--- src/rtl/extint_pkg.sv ---
package extint_pkg;

    localparam int DATA_W = 32;

    // register index inside a bank; the order is the address order
    typedef enum logic [2:0] {
        SEL_IMASK = 3'd0,
        SEL_EMASK = 3'd1,
        SEL_RSEL  = 3'd2,
        SEL_FSEL  = 3'd3,
        SEL_SWTRG = 3'd4,
        SEL_PEND  = 3'd5
    } reg_sel_e;

    typedef struct packed {
        logic     hit;
        logic     bank;
        reg_sel_e sel;
    } reg_dec_t;

endpackage

--- src/rtl/extint_decode.sv ---
module extint_decode
    import extint_pkg::*;
#(
    parameter int ADDR_W = 8
) (
    input  logic [ADDR_W-1:0] addr,
    output reg_dec_t          dec
);
    always_comb begin
        dec.hit  = (addr[1:0] == 2'b00) && (addr[ADDR_W-1:6] == '0) && (addr[4:2] <= 3'd5);
        dec.bank = addr[5];
        dec.sel  = reg_sel_e'(addr[4:2]);
    end
endmodule

--- src/rtl/extint_sync.sv ---
module extint_sync #(
    parameter int N      = 40,
    parameter int STAGES = 2
) (
    input  logic         clk,
    input  logic         rst_n,
    input  logic [N-1:0] line_in,
    output logic [N-1:0] rise,
    output logic [N-1:0] fall
);
    typedef struct packed {
        logic [STAGES-1:0][N-1:0] chain;
        logic [N-1:0]             prev;
    } sync_st_t;

    sync_st_t st_d, st_q;

    always_comb begin
        st_d          = st_q;
        st_d.chain[0] = line_in;
        for (int s = 1; s < STAGES; s++) begin
            st_d.chain[s] = st_q.chain[s-1];
        end
        st_d.prev = st_q.chain[STAGES-1];
    end

    always_ff @(posedge clk or negedge rst_n) begin
        if (!rst_n) st_q <= '0;
        else        st_q <= st_d;
    end

    assign rise = st_q.chain[STAGES-1] & ~st_q.prev;
    assign fall = ~st_q.chain[STAGES-1] & st_q.prev;
endmodule

--- src/rtl/extint_bank.sv ---
module extint_bank
    import extint_pkg::*;
#(
    parameter int           W      = 32,
    parameter logic [W-1:0] DIRECT = '0
) (
    input  logic         clk,
    input  logic         rst_n,
    input  logic         wr_en,
    input  reg_sel_e     wr_sel,
    input  logic [W-1:0] wr_data,
    input  logic [W-1:0] rise,
    input  logic [W-1:0] fall,
    output logic [W-1:0] imask,
    output logic [W-1:0] emask,
    output logic [W-1:0] rsel,
    output logic [W-1:0] fsel,
    output logic [W-1:0] swtrg,
    output logic [W-1:0] pend,
    output logic [W-1:0] pulse
);
    localparam logic [W-1:0] TRIG_MASK = ~DIRECT;

    typedef struct packed {
        logic [W-1:0] imask;
        logic [W-1:0] emask;
        logic [W-1:0] rsel;
        logic [W-1:0] fsel;
        logic [W-1:0] swtrg;
        logic [W-1:0] pend;
        logic [W-1:0] pulse;
    } bank_st_t;

    localparam bank_st_t RST = '{imask: DIRECT, default: '0};

    bank_st_t     st_d, st_q;
    logic [W-1:0] hw_set, sw_new, clr, wr_trig;

    always_comb begin
        st_d    = st_q;
        wr_trig = wr_data & TRIG_MASK;
        hw_set  = st_q.imask & ((rise & st_q.rsel) | (fall & st_q.fsel));
        sw_new  = '0;
        clr     = '0;
        if (wr_en) begin
            case (wr_sel)
                SEL_IMASK: st_d.imask = wr_data;
                SEL_EMASK: st_d.emask = wr_data;
                SEL_RSEL:  st_d.rsel  = wr_trig;
                SEL_FSEL:  st_d.fsel  = wr_trig;
                SEL_SWTRG: begin
                    sw_new     = wr_trig & ~st_q.swtrg & st_q.imask & ~st_q.pend;
                    st_d.swtrg = wr_trig;
                end
                SEL_PEND: begin
                    clr        = st_q.pend & wr_trig;
                    st_d.swtrg = st_q.swtrg & ~clr;
                end
                default: ;
            endcase
        end
        // a set in the same cycle as a clear wins
        st_d.pend  = (st_q.pend & ~clr) | hw_set | sw_new;
        st_d.pulse = hw_set | sw_new;
    end

    always_ff @(posedge clk or negedge rst_n) begin
        if (!rst_n) st_q <= RST;
        else        st_q <= st_d;
    end

    assign imask = st_q.imask;
    assign emask = st_q.emask;
    assign rsel  = st_q.rsel;
    assign fsel  = st_q.fsel;
    assign swtrg = st_q.swtrg;
    assign pend  = st_q.pend;
    assign pulse = st_q.pulse;
endmodule

--- src/rtl/extint_ctrl.sv ---
module extint_ctrl
    import extint_pkg::*;
#(
    parameter int          B0_LINES    = 32,
    parameter int          B1_LINES    = 8,
    parameter logic [31:0] B0_DIRECT   = 32'hFF82_0000,
    parameter logic [31:0] B1_DIRECT   = 32'h0000_0087,
    parameter int          ADDR_W      = 8,
    parameter int          SYNC_STAGES = 2,
    localparam int         LINES       = B0_LINES + B1_LINES
) (
    input  logic              clk,
    input  logic              rst_n,
    input  logic              bus_wr,
    input  logic [ADDR_W-1:0] bus_addr,
    input  logic [DATA_W-1:0] bus_wdata,
    output logic [DATA_W-1:0] bus_rdata,
    input  logic [LINES-1:0]  line_in,
    output logic [LINES-1:0]  irq_pulse
);
    reg_dec_t            dec;
    logic [LINES-1:0]    sync_rise, sync_fall;
    logic [B0_LINES-1:0] b0_imask, b0_emask, b0_rsel, b0_fsel, b0_swtrg, b0_pend, b0_pulse;
    logic [B1_LINES-1:0] b1_imask, b1_emask, b1_rsel, b1_fsel, b1_swtrg, b1_pend, b1_pulse;
    logic [5:0][DATA_W-1:0] view0, view1;

    extint_decode #(.ADDR_W(ADDR_W)) u_dec (
        .addr (bus_addr),
        .dec  (dec)
    );

    extint_sync #(.N(LINES), .STAGES(SYNC_STAGES)) u_sync (
        .clk     (clk),
        .rst_n   (rst_n),
        .line_in (line_in),
        .rise    (sync_rise),
        .fall    (sync_fall)
    );

    extint_bank #(.W(B0_LINES), .DIRECT(B0_DIRECT[B0_LINES-1:0])) u_bank0 (
        .clk     (clk),
        .rst_n   (rst_n),
        .wr_en   (bus_wr && dec.hit && !dec.bank),
        .wr_sel  (dec.sel),
        .wr_data (bus_wdata[B0_LINES-1:0]),
        .rise    (sync_rise[B0_LINES-1:0]),
        .fall    (sync_fall[B0_LINES-1:0]),
        .imask   (b0_imask),
        .emask   (b0_emask),
        .rsel    (b0_rsel),
        .fsel    (b0_fsel),
        .swtrg   (b0_swtrg),
        .pend    (b0_pend),
        .pulse   (b0_pulse)
    );

    extint_bank #(.W(B1_LINES), .DIRECT(B1_DIRECT[B1_LINES-1:0])) u_bank1 (
        .clk     (clk),
        .rst_n   (rst_n),
        .wr_en   (bus_wr && dec.hit && dec.bank),
        .wr_sel  (dec.sel),
        .wr_data (bus_wdata[B1_LINES-1:0]),
        .rise    (sync_rise[LINES-1:B0_LINES]),
        .fall    (sync_fall[LINES-1:B0_LINES]),
        .imask   (b1_imask),
        .emask   (b1_emask),
        .rsel    (b1_rsel),
        .fsel    (b1_fsel),
        .swtrg   (b1_swtrg),
        .pend    (b1_pend),
        .pulse   (b1_pulse)
    );

    always_comb begin
        view0[SEL_IMASK] = DATA_W'(b0_imask);
        view0[SEL_EMASK] = DATA_W'(b0_emask);
        view0[SEL_RSEL]  = DATA_W'(b0_rsel);
        view0[SEL_FSEL]  = DATA_W'(b0_fsel);
        view0[SEL_SWTRG] = DATA_W'(b0_swtrg);
        view0[SEL_PEND]  = DATA_W'(b0_pend);
        view1[SEL_IMASK] = DATA_W'(b1_imask);
        view1[SEL_EMASK] = DATA_W'(b1_emask);
        view1[SEL_RSEL]  = DATA_W'(b1_rsel);
        view1[SEL_FSEL]  = DATA_W'(b1_fsel);
        view1[SEL_SWTRG] = DATA_W'(b1_swtrg);
        view1[SEL_PEND]  = DATA_W'(b1_pend);
        bus_rdata = '0;
        if (dec.hit) begin
            bus_rdata = dec.bank ? view1[dec.sel] : view0[dec.sel];
        end
    end

    assign irq_pulse = {b1_pulse, b0_pulse};
endmodule

--- config.mk ---
export PLATFORM = sky130hd
export DESIGN_NAME = extint_ctrl
export DESIGN_NICKNAME = d
export VERILOG_FILES = /design/src/rtl/extint_pkg.sv /design/src/rtl/extint_decode.sv /design/src/rtl/extint_sync.sv /design/src/rtl/extint_bank.sv /design/src/rtl/extint_ctrl.sv
export SDC_FILE = /design/constraint.sdc
export NUM_CORES = 1
export LEC_CHECK = 0
export BUFFER_PORTS_ARGS = -buffer_cell sky130_fd_sc_hd__clkbuf_2
export CAP_MARGIN = 15
export CORE_UTILIZATION = 60
export DETAILED_ROUTE_END_ITERATION = 8
export PLACE_DENSITY = 0.82
export SYNTH_ARGS = -nofsm -noshare
export SYNTH_HDL_FRONTEND = slang
export SYNTH_SLANG_ARGS = --single-unit
--- constraint.sdc ---
create_clock -name clk -period 4.01 [get_ports clk]
set_input_delay 0.6015 -clock clk [delete_from_list [all_inputs] [get_ports clk]]
set_output_delay 0.6015 -clock clk [all_outputs]
set_load 0.01 [all_outputs]
==> run_results.csv, run 1 <==
group,metric,value,unit
floorplan,die_x,147,um
finish,syn_to_final_growth,15.6,%
synth,synth_warnings,0,
timing,tns,0,ns
power_and_ir_drop,p_leak,6.95,nW
timing,final-setup-viol-count,0,
route,routed_via_density,6.02,
critical_path,path_depth,7,
clock_tree,cts_htree_levels,1,
power_and_ir_drop,internal-power,5.01,mW
clock_tree,worstSkewPairLatency,0.55,ns
finish,nFillCells,1385,
flow_run,drv_cap,0,
synth,synth.top_cell.area_share,0.546,
synth,syn-cell-area,0.0125,sq mm
synth,synth_cells,986,
placement,io_buffers,126,
synth,synth-seq-area-share,0.576,
critical_path,critPathLaunchType,"primary input",
synth,yosysTopAreaCell,"dfrtp_1",
status,outcome,"complete, no violations",
critical_path,cp-end-kind,"primary output",
synth,avgSynthCellArea,12.7,sq um
critical_path,worst_ep_arrival_time,2.72,ns
floorplan,ioPinCount,155,
critical_path,timing.critical_path.buf_inv,3,
global_route,grt_first_pass_wirelength,46400,um
finish,fin_area,0.0145,sq mm
finish,final_cell_mix,"dfrtp_1, mux2_2, clkbuf_2",
global_route,grt.total_usage,0.275,
placement,place_hpwl,17400,um
power_and_ir_drop,power.switching,1.45,mW
floorplan,core,0.0204,sq mm
floorplan,die_h,147,um
clock_tree,cts_root_buf,"clkbuf_16",
power_and_ir_drop,ir_drop,0.375,mV
floorplan,initial_core_util,0.616,
timing,relSlewSlack,0.312,
critical_path,r2r_start,"u_sync.st_d[16]",
clock_tree,clock_path_buffers,3,
timing,whs,0.149,ns
hold_path,holdCritPathClass,"primary input to asynchronous set/reset pin",
finish,multi_input_area,0.00499,sq mm
critical_path,endpoint,"bus_rdata[10]",
clock_tree,postCtsSetupBuffers,0,
synth,synth_cell_types,48,
route,drt-pass1-iter-count,4,
clock_tree,path_clk_slew,0.06,ns
critical_path,r2r-end,"u_bank0.pend[16]",
synth,synth-async-reset-ratio,1.00,
critical_path,cp_cell_sequence,"clkbuf_2 -> or4_1 -> nor2_1 -> buf_4 -> nand2_1 -> nor2_1 -> clkbuf_2",
critical_path,crit_start,"bus_addr[1]",
timing,finalClockSkew,0.00906,ns
critical_path,critical_path_class,"primary input to primary output",
critical_path,max_stage_delay,0.79,ns
power_and_ir_drop,clkPwrFrac,0.450,
synth,synth_edf_count,0,
critical_path,worstPathRequired,3.41,ns
power_and_ir_drop,p_per_area,445,mW/mm^2
clock_tree,cts_buffers,30,
timing,timing.final.crit_share,0.829,
finish,n_antenna_cell,0,
clock_tree,cts_resized,0,
power_and_ir_drop,power,6.45,mW
synth,yosys_register_bits,288,
timing,worstMarginPinSlew,1.02,ns
clock_tree,cts_tree,"built",
global_route,grt_pass1_vias,8734,
timing,fin_crit,3.32,ns
route,antenna_left,0,
power_and_ir_drop,switching_share,0.224,
route,drc,0,
critical_path,cp_top_family,"simple AND/OR/NAND/NOR gates",
finish,finalNetCount,1198,
placement,postPlaceCellArea,0.0135,sq mm
route,routed_wl,28400,um
timing,setup_ws,0.685,ns
route,wl_per_cell,20.1,um
finish,regArea,0.00722,sq mm
finish,layout-drive-gt1-share,0.353,
critical_path,r2r_cells,4,
critical_path,crit_fanout,14,
placement,post-place-ws,0.664,ns
clock_tree,cts_hold_buf,0,
route,via_count,8477,
timing,hold_viol,0,
timing,fmax,301,MHz
floorplan,fp-row-count,52,
global_route,gr-total-overflow,0,
critical_path,rrSetupSlack,2.82,ns
timing,report.final.slew_viol_count,0,
synth,ys.flop_type,"dfrtp_1",
synth,synth_area_leaders,"dfrtp_1, mux2_2, mux4_2",
critical_path,slowest_stage,"or4_1",
route,drt_iter0_markers,608,
global_route,grt_max_degree,113,
global_route,antenna_found_initial,0,
timing,rsz0062_at_grt,"false",
power_and_ir_drop,pwr-share-comb,0.064,
placement,gp_congestion,0.822,
finish,final_common_cell,"dfrtp_1",
clock_tree,cts.sinks,288,
floorplan,dieArea,0.0215,sq mm
power_and_ir_drop,p_seq_frac,0.486,
## power by group through the flow
stage                     Sequential (mW)  Clock (mW)  Combinational [mW]
after global placement               3.17           0               0.401
after CTS                            3.13        2.95               0.419
after detailed placement             3.18           0               0.413
after global routing                 3.15        3.05               0.460
after floorplan                      3.15           0               0.254
final                                3.14        2.90               0.415
## cells by family (layout without fill, tap and decap cells)
| group | Yosys count | after routing | synth area share |
|---|---|---|---|
| simple gates | 249 | 249 | 0.104 |
| compound gates | 179 | 179 | 0.0942 |
| buf+inv | 73 | 213 | 0.0323 |
| mux | 196 | 196 | 0.194 |
| flops | 288 | 288 | 0.576 |
| other cells | 1 | 14 | 0.000299 |
## layout make-up
type / count / area share
Sequential cell: 288 / 0.498
Multi-Input combinational cell: 638 / 0.344
Timing Repair Buffer: 154 / 0.0614
Clock buffer: 45 / 0.0612
Tap cell: 270 / 0.0233
Clock inverter: 11 / 0.0113
Inverter: 3 / 0.000776
## per-stage QoR
stage          utilization  std cells
5_1_grt              0.712       1409
4_1_cts              0.712       1409
6_report             0.712       1409
2_1_floorplan            -        999
3_3_place_gp         0.661       1353
3_5_place_dp         0.661       1353
## synth_stat cells, types with 4 or more instances
library cell	count
dfstp_2	14
nand3_1	18
a221oi_1	5
nand3b_1	27
a21boi_0	6
a22o_1	28
nor4_1	4
nor2_1	56
buf_6	6
buf_4	18
clkbuf_1	28
nand2_1	90
buf_2	15
mux2_2	149
mux4_2	22
a21oi_1	26
o21ai_0	61
nor3_1	14
mux2i_1	21
a22oi_1	17
mux2_1	4
a21o_1	24
a211oi_1	4
dfrtp_1	274
nor4bb_1	13
## worst min path at each step
stage | endpoint | slack (ns) | cells past startpoint
2_1_floorplan | u_bank0.emask[0] | 0.31 | 0
3_3_place_gp | u_sync.st_d[22] | 0.33 | 0
3_5_place_dp | u_sync.st_d[22] | 0.33 | 0
4_1_cts | u_sync.st_d[101] | 0.14 | 1
5_1_grt | u_sync.st_d[83] | 0.14 | 1
6_report | u_sync.st_d[100] | 0.15 | 1
## flip-flops by register name (all words and copies together) (netlist names), 8 cells and up
signal / cells
u_sync.st_d: 52
u_bank0.emask: 32
u_bank0.rsel: 22
u_bank0.pulse: 22
u_sync.st_q: 26
u_bank0.fsel: 22
u_bank1.imask: 8
u_bank0.pend: 22
u_bank1.emask: 8
u_bank0.imask: 32
u_bank0.swtrg: 22
## per-layer routing
metal / wire, um / global-route usage / vias up / part of all wire
met5: 0 / 0 / - / 0
met4: 810 / 0.0901 / 0 / 0.029
met3: 1840 / 0.0466 / 56 / 0.065
met2: 14000 / 0.450 / 301 / 0.49
met1: 11700 / 0.375 / 4302 / 0.41
li1: - / - / 3818 / -
No activity file was read; power rests on OpenSTA's default activity.
==> run 2, diff against run 1 <==
Settings changed: ABC_AREA set to 1, CORE_UTILIZATION 60 to 53, PLACE_DENSITY 0.82 to 0.76.
Clock period 4.01 ns to 3 ns, I/O delays scaled along.
==> run 2 against run 1 <==
Sequential cell count stayed put. Via count rose by 47%. Wire length up 39%. Sequential power increased by 33%. Critical path depth rose by 2. Area after synthesis grew 8.6%. Total power rose by 38%. Global-route usage is 3.7 points higher. Worst setup slack got worse by 0.31 ns. Clock skew up 0.0016 ns.
==> run_results.csv, run 2 <==
group,metric,value,unit
global_route,grt_first_pass_wirelength,64100,um
finish,final_cell_mix,"nand2_1, dfrtp_1, nand3_1",
synth,synth_area_leaders,"dfrtp_1, nand2_1, nand3_1",
floorplan,core,0.0252,sq mm
clock_tree,cts_root_buf,"clkbuf_16",
route,via_count,12500,
timing,whs,0.0361,ns
critical_path,slowest_stage,"clkbuf_2",
clock_tree,postCtsSetupBuffers,0,
power_and_ir_drop,p_per_area,555,mW/mm^2
hold_path,holdCritPathClass,"primary input to register",
critical_path,critical_path_class,"primary input to primary output",
clock_tree,cts_buffers,31,
synth,synth_warnings,0,
finish,largest_reg_flops,52,
timing,worstMarginPinSlew,0.879,ns
clock_tree,path_clk_slew,0.06,ns
critical_path,cp_cell_sequence,"clkbuf_2 -> buf_4 -> nor2_2 -> buf_12 -> nand2_1 -> nand4_1 -> nand2_1 -> o21ai_1 -> clkbuf_2",
route,drc,0,
timing,hold_viol,0,
power_and_ir_drop,p_leak,8.57,nW
synth,synth.top_cell.area_share,0.503,
clock_tree,worstSkewPairLatency,0.56,ns
route,routed_via_density,5.45,
placement,dp.cells,2208,
finish,layout-drive-gt1-share,0.136,
clock_tree,clock_path_buffers,3,
synth,synth_edf_count,0,
route,wl_per_cell,17.3,um
floorplan,initial_core_util,0.541,
floorplan,dieArea,0.0263,sq mm
finish,fin_area,0.0161,sq mm
timing,rsz0062_at_grt,"false",
synth,ys.flop_type,"dfrtp_1",
placement,place_hpwl,25400,um
clock_tree,cts_htree_levels,1,
finish,final_core_util,0.639,
synth,yosys_register_bits,288,
synth,synth_cells,1790,
global_route,grt.total_usage,0.312,
critical_path,max_stage_delay,0.28,ns
synth,avgSynthCellArea,7.61,sq um
finish,final_cells,2293,
critical_path,crit_fanout,24,
global_route,gr-total-overflow,0,
clock_tree,cts.sinks,288,
status,outcome,"complete, no violations",
floorplan,fp-row-count,58,
placement,gp_congestion,0.908,
global_route,grt_max_degree,86,
placement,postPlaceCellArea,0.0147,sq mm
timing,report.final.slew_viol_count,0,
timing,fmax,381,MHz
synth,synth-seq-area-share,0.530,
timing,finalClockSkew,0.0106,ns
critical_path,worst_ep_arrival_time,2.17,ns
finish,syn_to_final_growth,18.1,%
global_route,grt_pass1_vias,12100,
timing,setup_ws,0.377,ns
route,drt_iter0_markers,1573,
floorplan,die_x,162,um
route,antenna_left,0,
floorplan,ioPinCount,155,
power_and_ir_drop,power,8.93,mW
floorplan,die_h,162,um
placement,post-place-ws,0.405,ns
finish,final_common_cell,"nand2_1",
flow_run,drv_cap,0,
timing,final-setup-viol-count,0,
clock_tree,cts_tree,"built",
critical_path,cp-end-kind,"primary output",
synth,synth_most_common_cell,"nand2_1",
synth,synth_common_cells,"nand2_1, dfrtp_1, nand3_1, nor2_1, inv_1",
route,routed_wl,39600,um
timing,relSlewSlack,0.413,
timing,timing.final.crit_share,0.874,
timing,fin_crit,2.62,ns
synth,synth-async-reset-ratio,1.00,
synth,synth_cell_types,25,
critical_path,worstPathRequired,2.55,ns
power_and_ir_drop,ir_drop,0.418,mV
synth,yosysTopAreaCell,"dfrtp_1",
synth,syn-cell-area,0.0136,sq mm
finish,finalNetCount,2020,
placement,io_buffers,126,
timing,tns,0,ns
critical_path,critPathLaunchType,"primary input",
route,drt-pass1-iter-count,8,
global_route,antenna_found_initial,1,
-- run 2: worst paths after layout --
| path | from | endpoint | slack [ns] | depth (start not counted) |
|---|---|---|---|---|
| min in group asynchronous | rst_n | u_sync.st_d[14] | 0.47 | 2 |
| min reg2reg | u_sync.st_d[118] | u_sync.st_d[38] | 0.34 | 0 |
| max | bus_addr[3] | bus_rdata[22] | 0.38 | 9 |
| min | line_in[14] | u_sync.st_d[94] | 0.04 | 1 |
| max reg2reg | u_bank0.swtrg[22] | u_bank0.pend[22] | 1.80 | 7 |
| max in group asynchronous | rst_n | u_bank0.imask[17] | 1.59 | 3 |
-- run 2: kinds of logic (layout without fill, tap and decap cells) --
logic type      count (synthesis)  in the layout  synth area share
compound gates                102            102            0.0404
buf+inv                       220            379            0.0725
flops                         288            288             0.530
other cells                     1             15          0.000275
simple gates                 1179           1179             0.357
-- run 2: critical path: cells and delay by family --
family                 cells  cell delay (ns)
AOI/OAI and AO/OA          1             0.22
buffers and inverters      4             0.99
and+or+nand+nor            4             0.50
-- run 2: layer usage --
| metal | vias up | track usage | part of all wire |
|---|---|---|---|
| met5 | - | 0 | 0 |
| met4 | 0 | 0.0986 | 0.027 |
| met3 | 86 | 0.0659 | 0.11 |
| met2 | 661 | 0.482 | 0.45 |
| met1 | 5870 | 0.439 | 0.42 |
| li1 | 5879 | - | - |
-- run 2: power breakdown --
part	internal, mW	switching (mW)
logic	0.214	0.453
clock network	2.53	1.56
registers	4.05	0.126
-- run 2: layout make-up --
type / instances / area [sq um]
Fill cell: 2114 / 9100
Sequential cell: 288 / 7220
Multi-Input combinational cell: 1295 / 5490
Timing Repair Buffer: 208 / 1410
Clock buffer: 47 / 956
Inverter: 113 / 427
Tap cell: 330 / 413
Clock inverter: 11 / 159
Antenna cell: 1 / 2.50
-- run 2: what timing repair did --
action / in CTS / in global routing
hold buffers: 26 / 0
gates resized for setup: 0 / 0
endpoints found under the hold margin: 105 / 0
==> run 3, diff against run 2 <==
Settings changed: MAX_ROUTING_LAYER set to met4.
==> run 3 against run 2 <==
Wire length fell by 0.77%. Critical path depth fell by 1. Total power fell by 1.5%. Register-to-register slack improved by 0.05 ns. Global-route usage rose by 0.39 points. Worst setup slack improved by 0.047 ns. Clock skew barely moved. Fmax rose by 1.8%. Sequential cell count did not move. Cell area fell by 0.64%. Cell count fell by 0.26%. First-iteration DRC count fell by 4.5%.
==> run_results.csv, run 3 (same netlist as run 2, synthesis figures left out) <==
group,metric,value,unit
clock_tree,cts_htree_levels,1,
route,drt_iter0_markers,1503,
power_and_ir_drop,p_leak,8.53,nW
timing,hold_viol,0,
timing,relSlewSlack,0.434,
hold_path,holdCritPathClass,"primary input to register",
route,antenna_left,0,
route,drc,0,
floorplan,dieArea,0.0263,sq mm
power_and_ir_drop,pwr-share-comb,0.075,
timing,worstMarginPinSlew,0.847,ns
power_and_ir_drop,internal-power,6.66,mW
floorplan,initial_core_util,0.541,
critical_path,critPathLaunchType,"primary input",
placement,gp_congestion,0.927,
global_route,grt_first_pass_wirelength,62900,um
critical_path,crit_fanout,15,
placement,place_hpwl,25300,um
clock_tree,cts_resized,0,
global_route,grt_max_degree,84,
route,routed_wl,39300,um
global_route,gr-total-overflow,0,
clock_tree,postCtsSetupBuffers,0,
power_and_ir_drop,switching_share,0.244,
global_route,grt.total_usage,0.315,
critical_path,cp-end-kind,"primary output",
placement,postPlaceCellArea,0.0147,sq mm
floorplan,die_x,162,um
placement,io_buffers,126,
route,drt-pass1-iter-count,5,
power_and_ir_drop,clkPwrFrac,0.450,
status,outcome,"complete, no violations",
timing,tns,0,ns
power_and_ir_drop,p_per_area,551,mW/mm^2
finish,final_core_util,0.635,
clock_tree,cts_tree,"built",
timing,whs,0.00696,ns
finish,final_cell_mix,"nand2_1, dfrtp_1, nand3_1",
floorplan,die_h,162,um
floorplan,ioPinCount,155,
route,wl_per_cell,17.2,um
global_route,antenna_found_initial,1,
power_and_ir_drop,p_seq_frac,0.475,
timing,rsz0062_at_grt,"false",
floorplan,core,0.0252,sq mm
clock_tree,worstSkewPairLatency,0.56,ns
flow_run,drv_cap,0,
critical_path,worstPathRequired,2.55,ns
timing,timing.final.crit_share,0.859,
clock_tree,cts_root_buf,"clkbuf_16",
finish,layout-drive-gt1-share,0.138,
route,routed_via_density,5.45,
timing,fmax,388,MHz
clock_tree,cts_buffers,30,
global_route,grt_pass1_vias,11800,
finish,fin_area,0.0160,sq mm
critical_path,critical_path_class,"primary input to primary output",
critical_path,worst_ep_arrival_time,2.13,ns
finish,largest_reg_flops,52,
timing,report.final.slew_viol_count,0,
clock_tree,clock_path_buffers,3,
finish,final_common_cell,"nand2_1",
timing,fin_crit,2.58,ns
route,via_count,12500,
floorplan,fp-row-count,58,
power_and_ir_drop,ir_drop,0.433,mV
power_and_ir_drop,power.switching,2.14,mW
clock_tree,cts.sinks,288,
timing,finalClockSkew,0.0109,ns
finish,finalNetCount,2015,
clock_tree,cts_hold_buf,20,
clock_tree,path_clk_slew,0.06,ns
finish,syn_to_final_growth,17.3,%
timing,final-setup-viol-count,0,
-- run 3: cell count changes in the layout (fill, tap and decap cells not counted) --
cell,change
clkinv_4,+1
clkinv_2,+4
dlygate4sd3_1,-6
clkbuf_8,-5
buf_4,+3
inv_6,-1
buf_12,-1
clkbuf_1,-3
clkinvlp_4,+2
-- run 3: final timing paths --
kind                       slack [ns]                end         startpoint  depth (start not counted)
setup / recovery                 0.42      bus_rdata[22]        bus_addr[3]                          8
hold / removal                  0.007   u_sync.st_d[115]        line_in[35]                          1
setup reg to reg                 1.85   u_bank0.pend[19]  u_bank0.swtrg[19]                          7
hold reg to reg                  0.35    u_sync.st_d[38]   u_sync.st_d[118]                          0
max in group asynchronous        1.61  u_bank0.imask[27]              rst_n                          3
min in group asynchronous        0.49    u_sync.st_d[13]              rst_n                          2
-- run 3: final cells by class --
| type | count | area (sq um) |
|---|---|---|
| flip-flops and latches | 288 | 7220 |
| repair buffers | 204 | 1350 |
| clock buffers | 39 | 876 |
| fillers | 2137 | 9200 |
| multi-input cells | 1295 | 5490 |
| well taps | 330 | 413 |
| clock inverters | 17 | 194 |
| diodes | 1 | 2.50 |
| inverters | 113 | 427 |
-- run 3: power by group through the flow --
| stage | logic (mW) | clock network (mW) | registers, mW |
|---|---|---|---|
| 6_report | 0.662 | 3.96 | 4.18 |
| 2_1_floorplan | 0.347 | 0 | 4.21 |
| 4_1_cts | 0.657 | 3.99 | 4.17 |
| 3_3_place_gp | 0.616 | 0 | 4.23 |
| 3_5_place_dp | 0.631 | 0 | 4.24 |
| 5_1_grt | 0.738 | 4.15 | 4.20 |
-- run 3: worst max-delay path, stage by stage --
cell,delay [ns]
clkbuf_2,0.30
nand2_2,0.20
nand4_4,0.24
nor2_1,0.16
buf_4,0.27
nand2_1,0.08
o21ai_1,0.21
clkbuf_2,0.21
-- run 3: metrics by stage --
step	setup slack, ns	cells	power [mW]
2_1_floorplan	0.943	1803	4.55
3_3_place_gp	0.476	2210	4.85
3_5_place_dp	0.434	2210	4.87
4_1_cts	0.477	2286	8.82
5_1_grt	0.330	2286	9.09
6_report	0.424	2287	8.80
-- run 3: layer usage --
metal  GRT usage  wire length (um)  vias to the layer above
met5           -                 0                        -
met3      0.0577              4170                       90
li1            -                 -                     5853
met1       0.436             16400                     5862
met2       0.474             17800                      663
met4      0.0939               973                        0
